$ cat src/rtl/trap_value_pkg.sv
`timescale 1ns/1ps
package trap_value_pkg;

   typedef enum logic [1:0] {
      TV_KIND_ZERO = 2'd0,
      TV_KIND_ADDR = 2'd1,
      TV_KIND_INSN = 2'd2
   } tv_kind_e;

   localparam int PARCEL_BITS  = 16;
   localparam int CODE_ILLEGAL = 2;

   function automatic tv_kind_e tv_kind_of(input int unsigned code);
      tv_kind_e k;
      case (code)
         0, 1, 4, 5, 6, 7, 12, 13, 15: k = TV_KIND_ADDR;
         CODE_ILLEGAL:                 k = TV_KIND_INSN;
         default:                      k = TV_KIND_ZERO;
      endcase
      return k;
   endfunction

endpackage

$ cat src/rtl/tv_classify.sv
`timescale 1ns/1ps
module tv_classify
   import trap_value_pkg::*;
#(
   parameter int CAUSE_W = 6
) (
   input  logic [CAUSE_W-1:0] cause,
   output tv_kind_e           kind
);
   always_comb begin
      kind = tv_kind_of(32'(cause));
   end
endmodule

$ cat src/rtl/tv_insn_trim.sv
`timescale 1ns/1ps
module tv_insn_trim
   import trap_value_pkg::*;
#(
   parameter int REG_W     = 64,
   parameter int ILEN      = 32,
   parameter int INSN_IN_W = 64
) (
   input  logic [INSN_IN_W-1:0] insn,
   input  logic [2:0]           parcels,
   output logic [REG_W-1:0]     trimmed
);
   localparam int CAP      = (ILEN < REG_W) ? ILEN : REG_W;
   localparam int KEEP_W   = 8;
   localparam int SHIFT_W  = $clog2(PARCEL_BITS);

   logic [KEEP_W-1:0] parcel_len;
   logic [KEEP_W-1:0] keep;

   always_comb begin
      parcel_len = KEEP_W'({parcels, {SHIFT_W{1'b0}}});
      keep       = parcel_len;
      if (keep > KEEP_W'(CAP)) begin
         keep = KEEP_W'(CAP);
      end
   end

   for (genvar i = 0; i < REG_W; i++) begin : g_bit
      if (i < INSN_IN_W) begin : g_src
         assign trimmed[i] = insn[i] & (KEEP_W'(i) < keep);
      end else begin : g_pad
         assign trimmed[i] = 1'b0;
      end
   end
endmodule

$ cat src/rtl/tv_hold_reg.sv
`timescale 1ns/1ps
module tv_hold_reg #(
   parameter int REG_W = 64
) (
   input  logic             clk,
   input  logic             rst_n,
   input  logic             load_trap,
   input  logic [REG_W-1:0] trap_val,
   input  logic             sw_we,
   input  logic [REG_W-1:0] sw_wdata,
   output logic [REG_W-1:0] q
);
   always_ff @(posedge clk) begin
      if (!rst_n) begin
         q <= '0;
      end else if (load_trap) begin
         q <= trap_val;
      end else if (sw_we) begin
         q <= sw_wdata;
      end
   end
endmodule

$ cat src/rtl/trap_value_reg.sv
`timescale 1ns/1ps
module trap_value_reg
   import trap_value_pkg::*;
#(
   parameter int REG_W      = 64,
   parameter int ILEN       = 32,
   parameter int INSN_IN_W  = 64,
   parameter int CAUSE_W    = 6,
   parameter bit CAPTURE_EN = 1'b1
) (
   input  logic                 clk,
   input  logic                 rst_n,
   input  logic                 trap_fire,
   input  logic [CAUSE_W-1:0]   trap_cause,
   input  logic [INSN_IN_W-1:0] insn_bits,
   input  logic [2:0]           insn_parcels,
   input  logic [REG_W-1:0]     fault_addr,
   input  logic                 csr_we,
   input  logic [REG_W-1:0]     csr_wdata,
   output logic [REG_W-1:0]     tval_o
);
   if (!(REG_W == 32 || REG_W == 64)) begin : g_bad_reg_w
      $error("REG_W must be 32 or 64");
   end
   if ((ILEN % PARCEL_BITS) != 0 || ILEN < PARCEL_BITS || ILEN > 64) begin : g_bad_ilen
      $error("ILEN must be a multiple of 16 between 16 and 64");
   end
   if (INSN_IN_W < ILEN || INSN_IN_W > 128) begin : g_bad_in_w
      $error("INSN_IN_W must cover ILEN and stay at or below 128");
   end
   if (CAUSE_W < 4 || CAUSE_W > 32) begin : g_bad_cause_w
      $error("CAUSE_W must lie between 4 and 32");
   end

   tv_kind_e         kind;
   logic [REG_W-1:0] insn_val;
   logic [REG_W-1:0] trap_val;

   tv_classify #(.CAUSE_W(CAUSE_W)) u_class (
      .cause (trap_cause),
      .kind  (kind)
   );

   if (CAPTURE_EN) begin : g_capture
      tv_insn_trim #(
         .REG_W     (REG_W),
         .ILEN      (ILEN),
         .INSN_IN_W (INSN_IN_W)
      ) u_trim (
         .insn    (insn_bits),
         .parcels (insn_parcels),
         .trimmed (insn_val)
      );
   end else begin : g_no_capture
      assign insn_val = '0;
   end

   always_comb begin
      case (kind)
         TV_KIND_ADDR: trap_val = fault_addr;
         TV_KIND_INSN: trap_val = insn_val;
         default:      trap_val = '0;
      endcase
   end

   tv_hold_reg #(.REG_W(REG_W)) u_hold (
      .clk       (clk),
      .rst_n     (rst_n),
      .load_trap (trap_fire),
      .trap_val  (trap_val),
      .sw_we     (csr_we),
      .sw_wdata  (csr_wdata),
      .q         (tval_o)
   );
endmodule

$ cat config.mk
export PLATFORM = sky130hd
export DESIGN_NAME = trap_value_reg
export DESIGN_NICKNAME = d
export VERILOG_FILES = /design/src/rtl/trap_value_pkg.sv /design/src/rtl/tv_classify.sv /design/src/rtl/tv_insn_trim.sv /design/src/rtl/tv_hold_reg.sv /design/src/rtl/trap_value_reg.sv
export SDC_FILE = /design/constraint.sdc
export NUM_CORES = 1
export LEC_CHECK = 0
export BUFFER_PORTS_ARGS = -buffer_cell sky130_fd_sc_hd__buf_4
export CAP_MARGIN = 30
export CORE_ASPECT_RATIO = 2
export CORE_MARGIN = 5
export CORE_UTILIZATION = 30
export DETAILED_ROUTE_END_ITERATION = 8
export PLACE_DENSITY = 0.64
export SLEW_MARGIN = 20
export SYNTH_ARGS = -nofsm -noshare
export SYNTH_HDL_FRONTEND = slang
export SYNTH_HIERARCHICAL = 1
export SYNTH_SLANG_ARGS = --single-unit
$ cat constraint.sdc
create_clock -name clk -period 2.97 [get_ports clk]
set_clock_uncertainty 0.05 [all_clocks]
set_input_delay 0.4455 -clock clk [delete_from_list [all_inputs] [get_ports clk]]
set_output_delay 0.4455 -clock clk [all_outputs]
set_load 0.005 [all_outputs]
==> results_dict.tcl, run 1 <==
set metrics [dict create \
    status "finished clean" \
    yosys_warnings 6 \
    tightest_slew_ns 0.730 \
    startpoint_type "input port" \
    synth_ff_type "dfxtp_1" \
    avgSynthCellArea_um2 10.0 \
    final_area_mm2 0.00718 \
    regArea_mm2 0.00128 \
    num_vias 4598 \
    synth_top_family_by_area "compound AO/OA/AOI/OAI gates" \
    critPathKind "in2reg" \
    row_count 68 \
    cts_tree "done" \
    start_util_pct 30.3 \
    hold_viol 0 \
    grt_max_degree 65 \
    antenna_cells 0 \
    finalCriticalPeriod_ns 2.27 \
    synth_compound_area_share_pct 29.0 \
    antenna_found_initial 0 \
    switchingPower_mw 0.695 \
    cts_buffers 9 \
    syn_inst 516 \
    clk_latency_ns 0.33 \
    seqPwrFrac_pct 33.0 \
    clk_pin_slew_ns 0.06 \
    ctsHoldBuffers 0 \
    cp.required_ns 3.14 \
    p_leak_nw 3.79 \
    irDropWorstVdd_mv 0.295 \
    powerDensity_mw_per_mm2 394 \
    largest_reg_flops 64 \
    stdcell_count 937 \
    ys_async_sr_fraction_pct 0 \
    dpl.hpwl_mm 11.6 \
    cts_sinks 64 \
    synthSimpleGateAreaFrac_pct 13.7 \
    fmax_mhz 440 \
    cts-root-buf "clkbuf_16" \
    largest-register "u_hold/q" \
    io_buffers 236 \
    crit_path_top_delay_cell "a2111oi_0" \
    post_drt_wl_per_cell_um 17.3 \
    via_per_inst 4.91 \
    synth_area_mm2 0.00518 \
    synth_edf_count 0 \
    grt_use_total_pct 15.5 \
    slew_headroom_pct 51.3 \
    dieArea_mm2 0.0201 \
    max_cap_viol_count 0 \
    power.internal_mw 2.14 \
    die_y_um 196 \
    drt_iter0_drc 105 \
    cts_resized 0 \
    worstPathCellList "buf_4 -> inv_1 -> o21ai_0 -> a2111oi_0 -> buf_4 -> inv_1 -> ha_2 -> buf_12 -> a22oi_1 -> nor2_1 -> or2b_1 -> o211a_1" \
    yosys.area_share.xor_xnor_pct 0 \
    synth_fa_ha_area_share_pct 0.483 \
    htree_levels 3 \
    placed_cells 921 \
    ys_types 27 \
    firstDrtPassIters 4 \
    tns_ns 0 \
    io_pins 269 \
    grt_pass1_vias 4791 \
    multi_input_area_mm2 0.00330 \
    crit_fanout 21 \
    drtAntennaViolNets 0 \
    postCtsSetupBuffers 0 \
    fill_cells 1704 \
    synth_mux_area_share_pct 18.3 \
    nets 929 \
    routabilityCongestion 0.772 \
    hold_path.class "in2reg" \
    cts_max_path_buffers 2 \
    grt_overflow 0 \
    synth-seq-cells 64 \
    drc 0 \
    cp_top_family "compound AO/OA/AOI/OAI gates" \
    clkPwrFrac_pct 43.2 \
    ys_seq_area_share_pct 24.7 \
    die_x_um 103 \
    drive_gt1_share_pct 49.1 \
    critPathBufInv 5 \
    top_regs "u_hold/q x64" \
    min_period_over_period_pct 76.5 \
    grt_first_pass_wirelength_mm 24.7 \
    area_delta_synth_final_pct 38.7 \
    place_area_mm2 0.00685 \
    utilization_pct 42.0 \
    setup_viol 0 \
    maxSlewViolCount 0 \
    slowest_delay_ns 0.40 \
    cp.arrival_ns 2.45 \
    core-area_mm2 0.0171 \
    wl_mm 16.2 \
    p_sw_share_pct 24.5 \
    power_frac_comb_pct 23.8 \
    rsz0062_at_grt "no" \
    end_kind "register" \
]
through the flow:
stage	hold slack (ns)	power, mW	worst slack (ns)
after floorplan	0.553	1.35	0.638
after global placement	0.538	1.62	0.318
after detailed placement	0.543	1.63	0.315
after CTS	0.384	2.89	0.678
after global routing	0.393	2.98	0.572
final	0.406	2.83	0.697
logic make-up after synthesis:
logic type | after synthesis
and+or+nand+nor | 131
AOI/OAI and AO/OA | 162
adders and majority gates | 2
muxes | 64
other | 1
DFF | 64
buffers and inverters | 92
cells in the final DEF, fill, tap and decap left out, types with 2 or more instances in the layout:
cell / instances
inv_1: 3
a22oi_2: 21
buf_12: 7
bufinv_16: 3
o31a_1: 16
dfxtp_1: 64
buf_4: 246
o21a_1: 16
conb_1: 32
or2b_1: 33
nand2b_1: 31
mux2_4: 60
o211a_1: 64
nor2_1: 64
clkbuf_16: 9
clkinv_2: 2
ha_2: 2
mux2_2: 4
a22oi_1: 43
final timing paths:
kind / end / slack, ns / cells past startpoint / start
max reg2reg: u_hold/q[29]$_SDFFE_PN0P_ / 2.00 / 2 / u_hold/q[29]$_SDFFE_PN0P_
min reg2reg: u_hold/q[32]$_SDFFE_PN0P_ / 0.56 / 2 / u_hold/q[32]$_SDFFE_PN0P_
min: u_hold/q[17]$_SDFFE_PN0P_ / 0.41 / 3 / csr_wdata[17]
max: u_hold/q[24]$_SDFFE_PN0P_ / 0.70 / 12 / trap_cause[3]
cell usage after synthesis, types with 16 or more instances:
cell type	instances	share of area (%)
o21a_1	16	2.3
o31a_1	16	2.7
nor2_1	64	4.6
buf_2	17	1.6
dfxtp_1	64	25
o211a_1	64	12
a22oi_2	21	5.1
buf_4	37	5.4
mux2_4	60	17
or2b_1	33	4.8
a22oi_1	43	6.2
nand2b_1	31	3.7
cell type report:
cell class | count | share of cell area, %
sequential | 64 | 17.8
timing repair buffer | 253 | 27.7
tap | 210 | 3.66
clock inverter | 6 | 1.50
multi-input combinational | 391 | 46.0
clock buffer | 10 | 3.19
inverter | 3 | 0.157
layer usage:
layer / up-vias / GRT usage (%) / share of wire (%)
met5: - / 0 / 0
met3: 12 / 5.69 / 11
met4: 0 / 4.51 / 1.1
li1: 2229 / - / -
met2: 200 / 25.7 / 46
met1: 2157 / 18.4 / 42
power groups by stage:
stage | logic, mW | registers (mW) | clock network (mW)
floorplan | 0.393 | 0.954 | 0
global placement | 0.670 | 0.953 | 0
detailed placement | 0.678 | 0.954 | 0
CTS | 0.681 | 0.936 | 1.28
global route | 0.729 | 0.941 | 1.31
finish | 0.673 | 0.936 | 1.22
worst reg2reg max path: stages (launching register included):
cell and delay, ns:
dfxtp_1 0.34, mux2_4 0.27, o211a_1 0.20
(Power assumes the default switching activity.)
==> inputs of run 2 (changes only) <==
- clock period: 2.97 -> 2.1 ns (I/O delays scaled with it)
==> results_dict.tcl, run 2 (synthesized netlist as in run 1, its figures left out) <==
set metrics [dict create \
    max_cap_viol_count 0 \
    die_x_um 103 \
    power.total_mw 3.86 \
    status "finished clean" \
    pre_cts_ws_ns -0.413 \
    crit_end "u_hold/q[21]$_SDFFE_PN0P_" \
    largest_reg_flops 64 \
    p_sw_share_pct 26.7 \
    irDropWorstVdd_mv 0.359 \
    tightest_slew_ns 0.722 \
    crit_fanout 8 \
    r2r_end "u_hold/q[26]$_SDFFE_PN0P_" \
    final_common_cell "buf_4" \
    drc 0 \
    drive_gt1_share_pct 52.9 \
    end_kind "register" \
    rrSetupSlack_ns 1.12 \
    nets 945 \
    dpl.hpwl_mm 12.3 \
    clk_pin_slew_ns 0.06 \
    firstDrtPassIters 4 \
    fill_cells 1675 \
    cts_buffers 9 \
    cts_max_path_buffers 2 \
    final_cell_mix "buf_4 (251), nor2_1 (64), o211a_1 (64), dfxtp_1 (64), mux2_4 (60)" \
    grt_overflow 0 \
    finalCriticalPeriod_ns 2.06 \
    hold_viol 0 \
    slew_headroom_pct 51.9 \
    finalWorstSetupSlack_ns 0.0384 \
    power_frac_comb_pct 26.3 \
    row_count 68 \
    setup_viol 0 \
    cp-startpoint "trap_cause[3]" \
    hold_path.class "in2reg" \
    power.internal_mw 2.83 \
    regArea_mm2 0.00128 \
    rr_startpoint "u_hold/q[26]$_SDFFE_PN0P_" \
    routabilityCongestion 0.778 \
    largest-register "u_hold/q" \
    io_pins 269 \
    start_util_pct 30.3 \
    cts_sinks 64 \
    cp.arrival_ns 2.23 \
    fmax_mhz 485 \
    powerDensity_mw_per_mm2 516 \
    cts-root-buf "clkbuf_16" \
    core-area_mm2 0.0171 \
    multi_input_area_mm2 0.00343 \
    grt_first_pass_wirelength_mm 25.9 \
    cp.required_ns 2.27 \
    antenna_found_initial 0 \
    dieArea_mm2 0.0201 \
    via_per_inst 4.95 \
    drt_iter0_drc 130 \
    post_drt_wl_per_cell_um 18.0 \
    critPathKind "in2reg" \
    top_regs "u_hold/q x64" \
    htree_levels 3 \
    maxSlewViolCount 0 \
    min_period_over_period_pct 98.2 \
    num_vias 4720 \
    area_delta_synth_final_pct 44.6 \
    grt_max_degree 65 \
    cts_tree "done" \
    grt_use_total_pct 16.3 \
    seqPwrFrac_pct 34.3 \
    drtAntennaViolNets 0 \
    die_y_um 196 \
    startpoint_type "input port" \
    antenna_cells 0 \
    io_buffers 236 \
    tns_ns 0 \
    clk_latency_ns 0.32 \
    p_leak_nw 3.91 \
    switchingPower_mw 1.03 \
    r2r_cells 2 \
    grt_pass1_vias 4812 \
    clkPwrFrac_pct 39.4 \
    wl_mm 17.2 \
    rsz0062_at_grt "yes" \
]
## run 2: cell count changes in the layout (fill, tap and decap cells not counted), moves of 3 or more
cell	delta
buf_12	+3
a22oi_1	-17
buf_6	+5
a22oi_2	+17
buf_4	+5
## run 2: worst min path at each step
stage	cells after the start	slack, ns	endpoint	start
global placement	2	0.54	u_hold/q[23]$_SDFFE_PN0P_	u_hold/q[23]$_SDFFE_PN0P_
global route	3	0.26	u_hold/q[55]$_SDFFE_PN0P_	csr_wdata[55]
CTS	3	0.26	u_hold/q[55]$_SDFFE_PN0P_	csr_wdata[55]
floorplan	2	0.53	u_hold/q[10]$_SDFFE_PN0P_	csr_wdata[10]
finish	3	0.28	u_hold/q[55]$_SDFFE_PN0P_	csr_wdata[55]
detailed placement	2	0.54	u_hold/q[51]$_SDFFE_PN0P_	u_hold/q[51]$_SDFFE_PN0P_
## run 2: repair_timing
item | 4_1_cts | 5_1_grt
pin swaps | 1 | 13
gates cloned | 0 | 1
setup buffers | 2 | 10
hold buffers | 0 | 0
setup endpoints to repair | 18 | 49
gates resized for setup | 0 | 20
## run 2: through the flow
stage	hold slack (ns)	instances	utilization (%)	area, um^2
detailed placement	0.542	924	40.5	6930
finish	0.276	953	43.8	7490
CTS	0.258	942	42.5	7270
floorplan	0.526	547	-	5340
global route	0.262	953	43.8	7490
global placement	0.541	924	40.5	6930
## run 2: cell type report
class | count | share of cell area (%)
clock buffer | 10 | 3.06
clock inverter | 6 | 0.919
inverter | 3 | 0.150
multi-input combinational | 391 | 45.8
sequential | 64 | 17.1
tap | 210 | 3.51
timing repair buffer | 269 | 29.5
## run 2: critical path, cell delays in order
cell,delay [ns]
buf_4,0.11
or4b_4,0.52
nor3_4,0.21
inv_2,0.06
ha_4,0.18
buf_12,0.14
buf_12,0.14
a22oi_2,0.11
nor2_1,0.07
or2b_1,0.24
o211a_1,0.13
## run 2: power groups by stage
| stage | clock [mW] | combinational (mW) | sequential [mW] |
|---|---|---|---|
| final | 1.52 | 1.02 | 1.32 |
| after global routing | 1.65 | 1.10 | 1.33 |
| after CTS | 1.58 | 0.994 | 1.33 |
| after detailed placement | 0 | 0.983 | 1.35 |
| after global placement | 0 | 0.974 | 1.35 |
| after floorplan | 0 | 0.561 | 1.35 |
## run 2: routing by layer
metal  part of all wire [%]  wire length [um]  track usage, %
met3                     10              1740            5.12
met1                     42              7180            20.7
met4                    1.9               318            5.09
met2                     46              7940            25.9
met5                      0                 0               0
==> inputs of run 3 (changes only) <==
- BUFFER_PORTS_ARGS: -buffer_cell sky130_fd_sc_hd__buf_4 -> default
- CAP_MARGIN: 30 -> 20
- CTS_CLUSTER_SIZE: default -> 30
- DONT_BUFFER_PORTS: default -> 1
- PLACE_DENSITY: 0.64 -> 0.51
==> results_dict.tcl, run 3 (synthesized netlist as in run 1, its figures left out) <==
set metrics [dict create \
    final_cell_mix "nor2_1 (64), o211a_1 (64), dfxtp_1 (64)" \
    dieArea_mm2 0.0201 \
    power.internal_mw 2.66 \
    core-area_mm2 0.0171 \
    powerDensity_mw_per_mm2 638 \
    power.total_mw 3.47 \
    maxSlewViolCount 0 \
    cts_buffers 9 \
    firstDrtPassIters 4 \
    area_delta_synth_final_pct 4.93 \
    cts_resized 0 \
    crit_fanout 19 \
    grt_max_degree 129 \
    htree_levels 3 \
    start_util_pct 30.3 \
    die_y_um 196 \
    post_drt_wl_per_cell_um 19.5 \
    row_count 68 \
    top_regs "u_hold/q x64" \
    cp.required_ns 2.28 \
    finalCriticalPeriod_ns 1.99 \
    setup_viol 0 \
    drt_iter0_drc 91 \
    wl_mm 13.7 \
    min_period_over_period_pct 94.6 \
    drive_gt1_share_pct 26.9 \
    cts_max_path_buffers 2 \
    die_x_um 103 \
    io_pins 269 \
    startpoint_type "input port" \
    rsz0062_at_grt "no" \
    critPathKind "in2reg" \
    switchingPower_mw 0.803 \
    largest-register "u_hold/q" \
    nets 697 \
    status "finished clean" \
    hold_path.class "in2reg" \
    pre_cts_ws_ns -0.251 \
    ctsHoldBuffers 0 \
    grt_overflow 0 \
    num_vias 3619 \
    p_leak_nw 2.64 \
    power_frac_comb_pct 13.3 \
    hold_viol 0 \
    hold_path_depth 1 \
    irDropWorstVdd_mv 0.369 \
    cts_sinks 64 \
    clk_pin_slew_ns 0.06 \
    grt_first_pass_wirelength_mm 20.0 \
    seqPwrFrac_pct 38.7 \
    p_sw_share_pct 23.1 \
    grt_use_total_pct 12.8 \
    antenna_found_initial 0 \
    dpl.hpwl_mm 9.69 \
    finalWorstSetupSlack_ns 0.114 \
    fmax_mhz 503 \
    max_cap_viol_count 0 \
    cp.arrival_ns 2.16 \
    cts-root-buf "clkbuf_16" \
    routabilityCongestion 0.780 \
    drc 0 \
    antenna_cells 0 \
    cts_tree "done" \
    clkPwrFrac_pct 48.0 \
    grt_pass1_vias 3707 \
    largest_reg_flops 64 \
    r2r_cells 2 \
    end_kind "register" \
    postCtsSetupBuffers 0 \
    io_buffers 0 \
    clk_latency_ns 0.33 \
    drtAntennaViolNets 0 \
    via_per_inst 5.13 \
]
## run 3: cell count changes in the layout (fill, tap and decap cells not counted), sizes merged
cell      change
buf         -247
bufinv        +1
clkbuf        -1
clkinv        -1
clkinvlp      +1
inv           -1
## run 3: final cells by class
class,instances,area [um^2]
Tap cell,210,263
Sequential cell,64,1280
Clock buffer,10,239
Timing Repair Buffer,21,195
Fill cell,1821,11700
Multi-Input combinational cell,391,3350
Inverter,3,11.3
Clock inverter,6,92.6
## run 3: through the flow
step / instances / utilization, % / hold WS (ns) / area, um^2 / setup TNS, ns
final: 705 / 31.8 / 0.0612 / 5430 / 0
after global routing: 705 / 31.8 / 0.0358 / 5430 / 0
after CTS: 705 / 31.8 / 0.0430 / 5430 / 0
after detailed placement: 689 / 29.8 / 0.409 / 5100 / -10.88
after global placement: 689 / 29.8 / 0.408 / 5100 / -10.06
after floorplan: 547 / - / 0.526 / 5340 / -1.20
## run 3: worst max-delay path: stages
cell     delay (ns)
or4b_1         0.53
nor3_2         0.18
inv_1          0.10
ha_4           0.26
buf_4          0.18
a22oi_1        0.20
nor2_1         0.06
or2b_1         0.22
o211a_1        0.12
## run 3: final timing paths
check | start | endpoint | slack (ns)
setup / recovery | trap_cause[2] | u_hold/q[43]$_SDFFE_PN0P_ | 0.11
hold reg to reg | u_hold/q[11]$_SDFFE_PN0P_ | u_hold/q[11]$_SDFFE_PN0P_ | 0.59
hold / removal | rst_n | u_hold/q[50]$_SDFFE_PN0P_ | 0.06
setup reg to reg | u_hold/q[26]$_SDFFE_PN0P_ | u_hold/q[26]$_SDFFE_PN0P_ | 1.12
## run 3: metal layers
layer  share of wire, %  global-route usage [%]  up-vias  routed length, um
met5                  0                       0        -                  0
met4                1.6                    4.51        0                217
met3                 14                    6.26       10               1890
met2                 47                    20.9      183               6490
met1                 37                    14.2     1671               5130
li1                   -                       -     1755                  -
## run 3: power by group through the flow
stage | Combinational (mW) | Clock (mW) | Sequential (mW)
finish | 0.462 | 1.66 | 1.34
global route | 0.503 | 1.80 | 1.35
CTS | 0.466 | 1.75 | 1.34
detailed placement | 0.462 | 0 | 1.37
global placement | 0.459 | 0 | 1.37
floorplan | 0.561 | 0 | 1.35
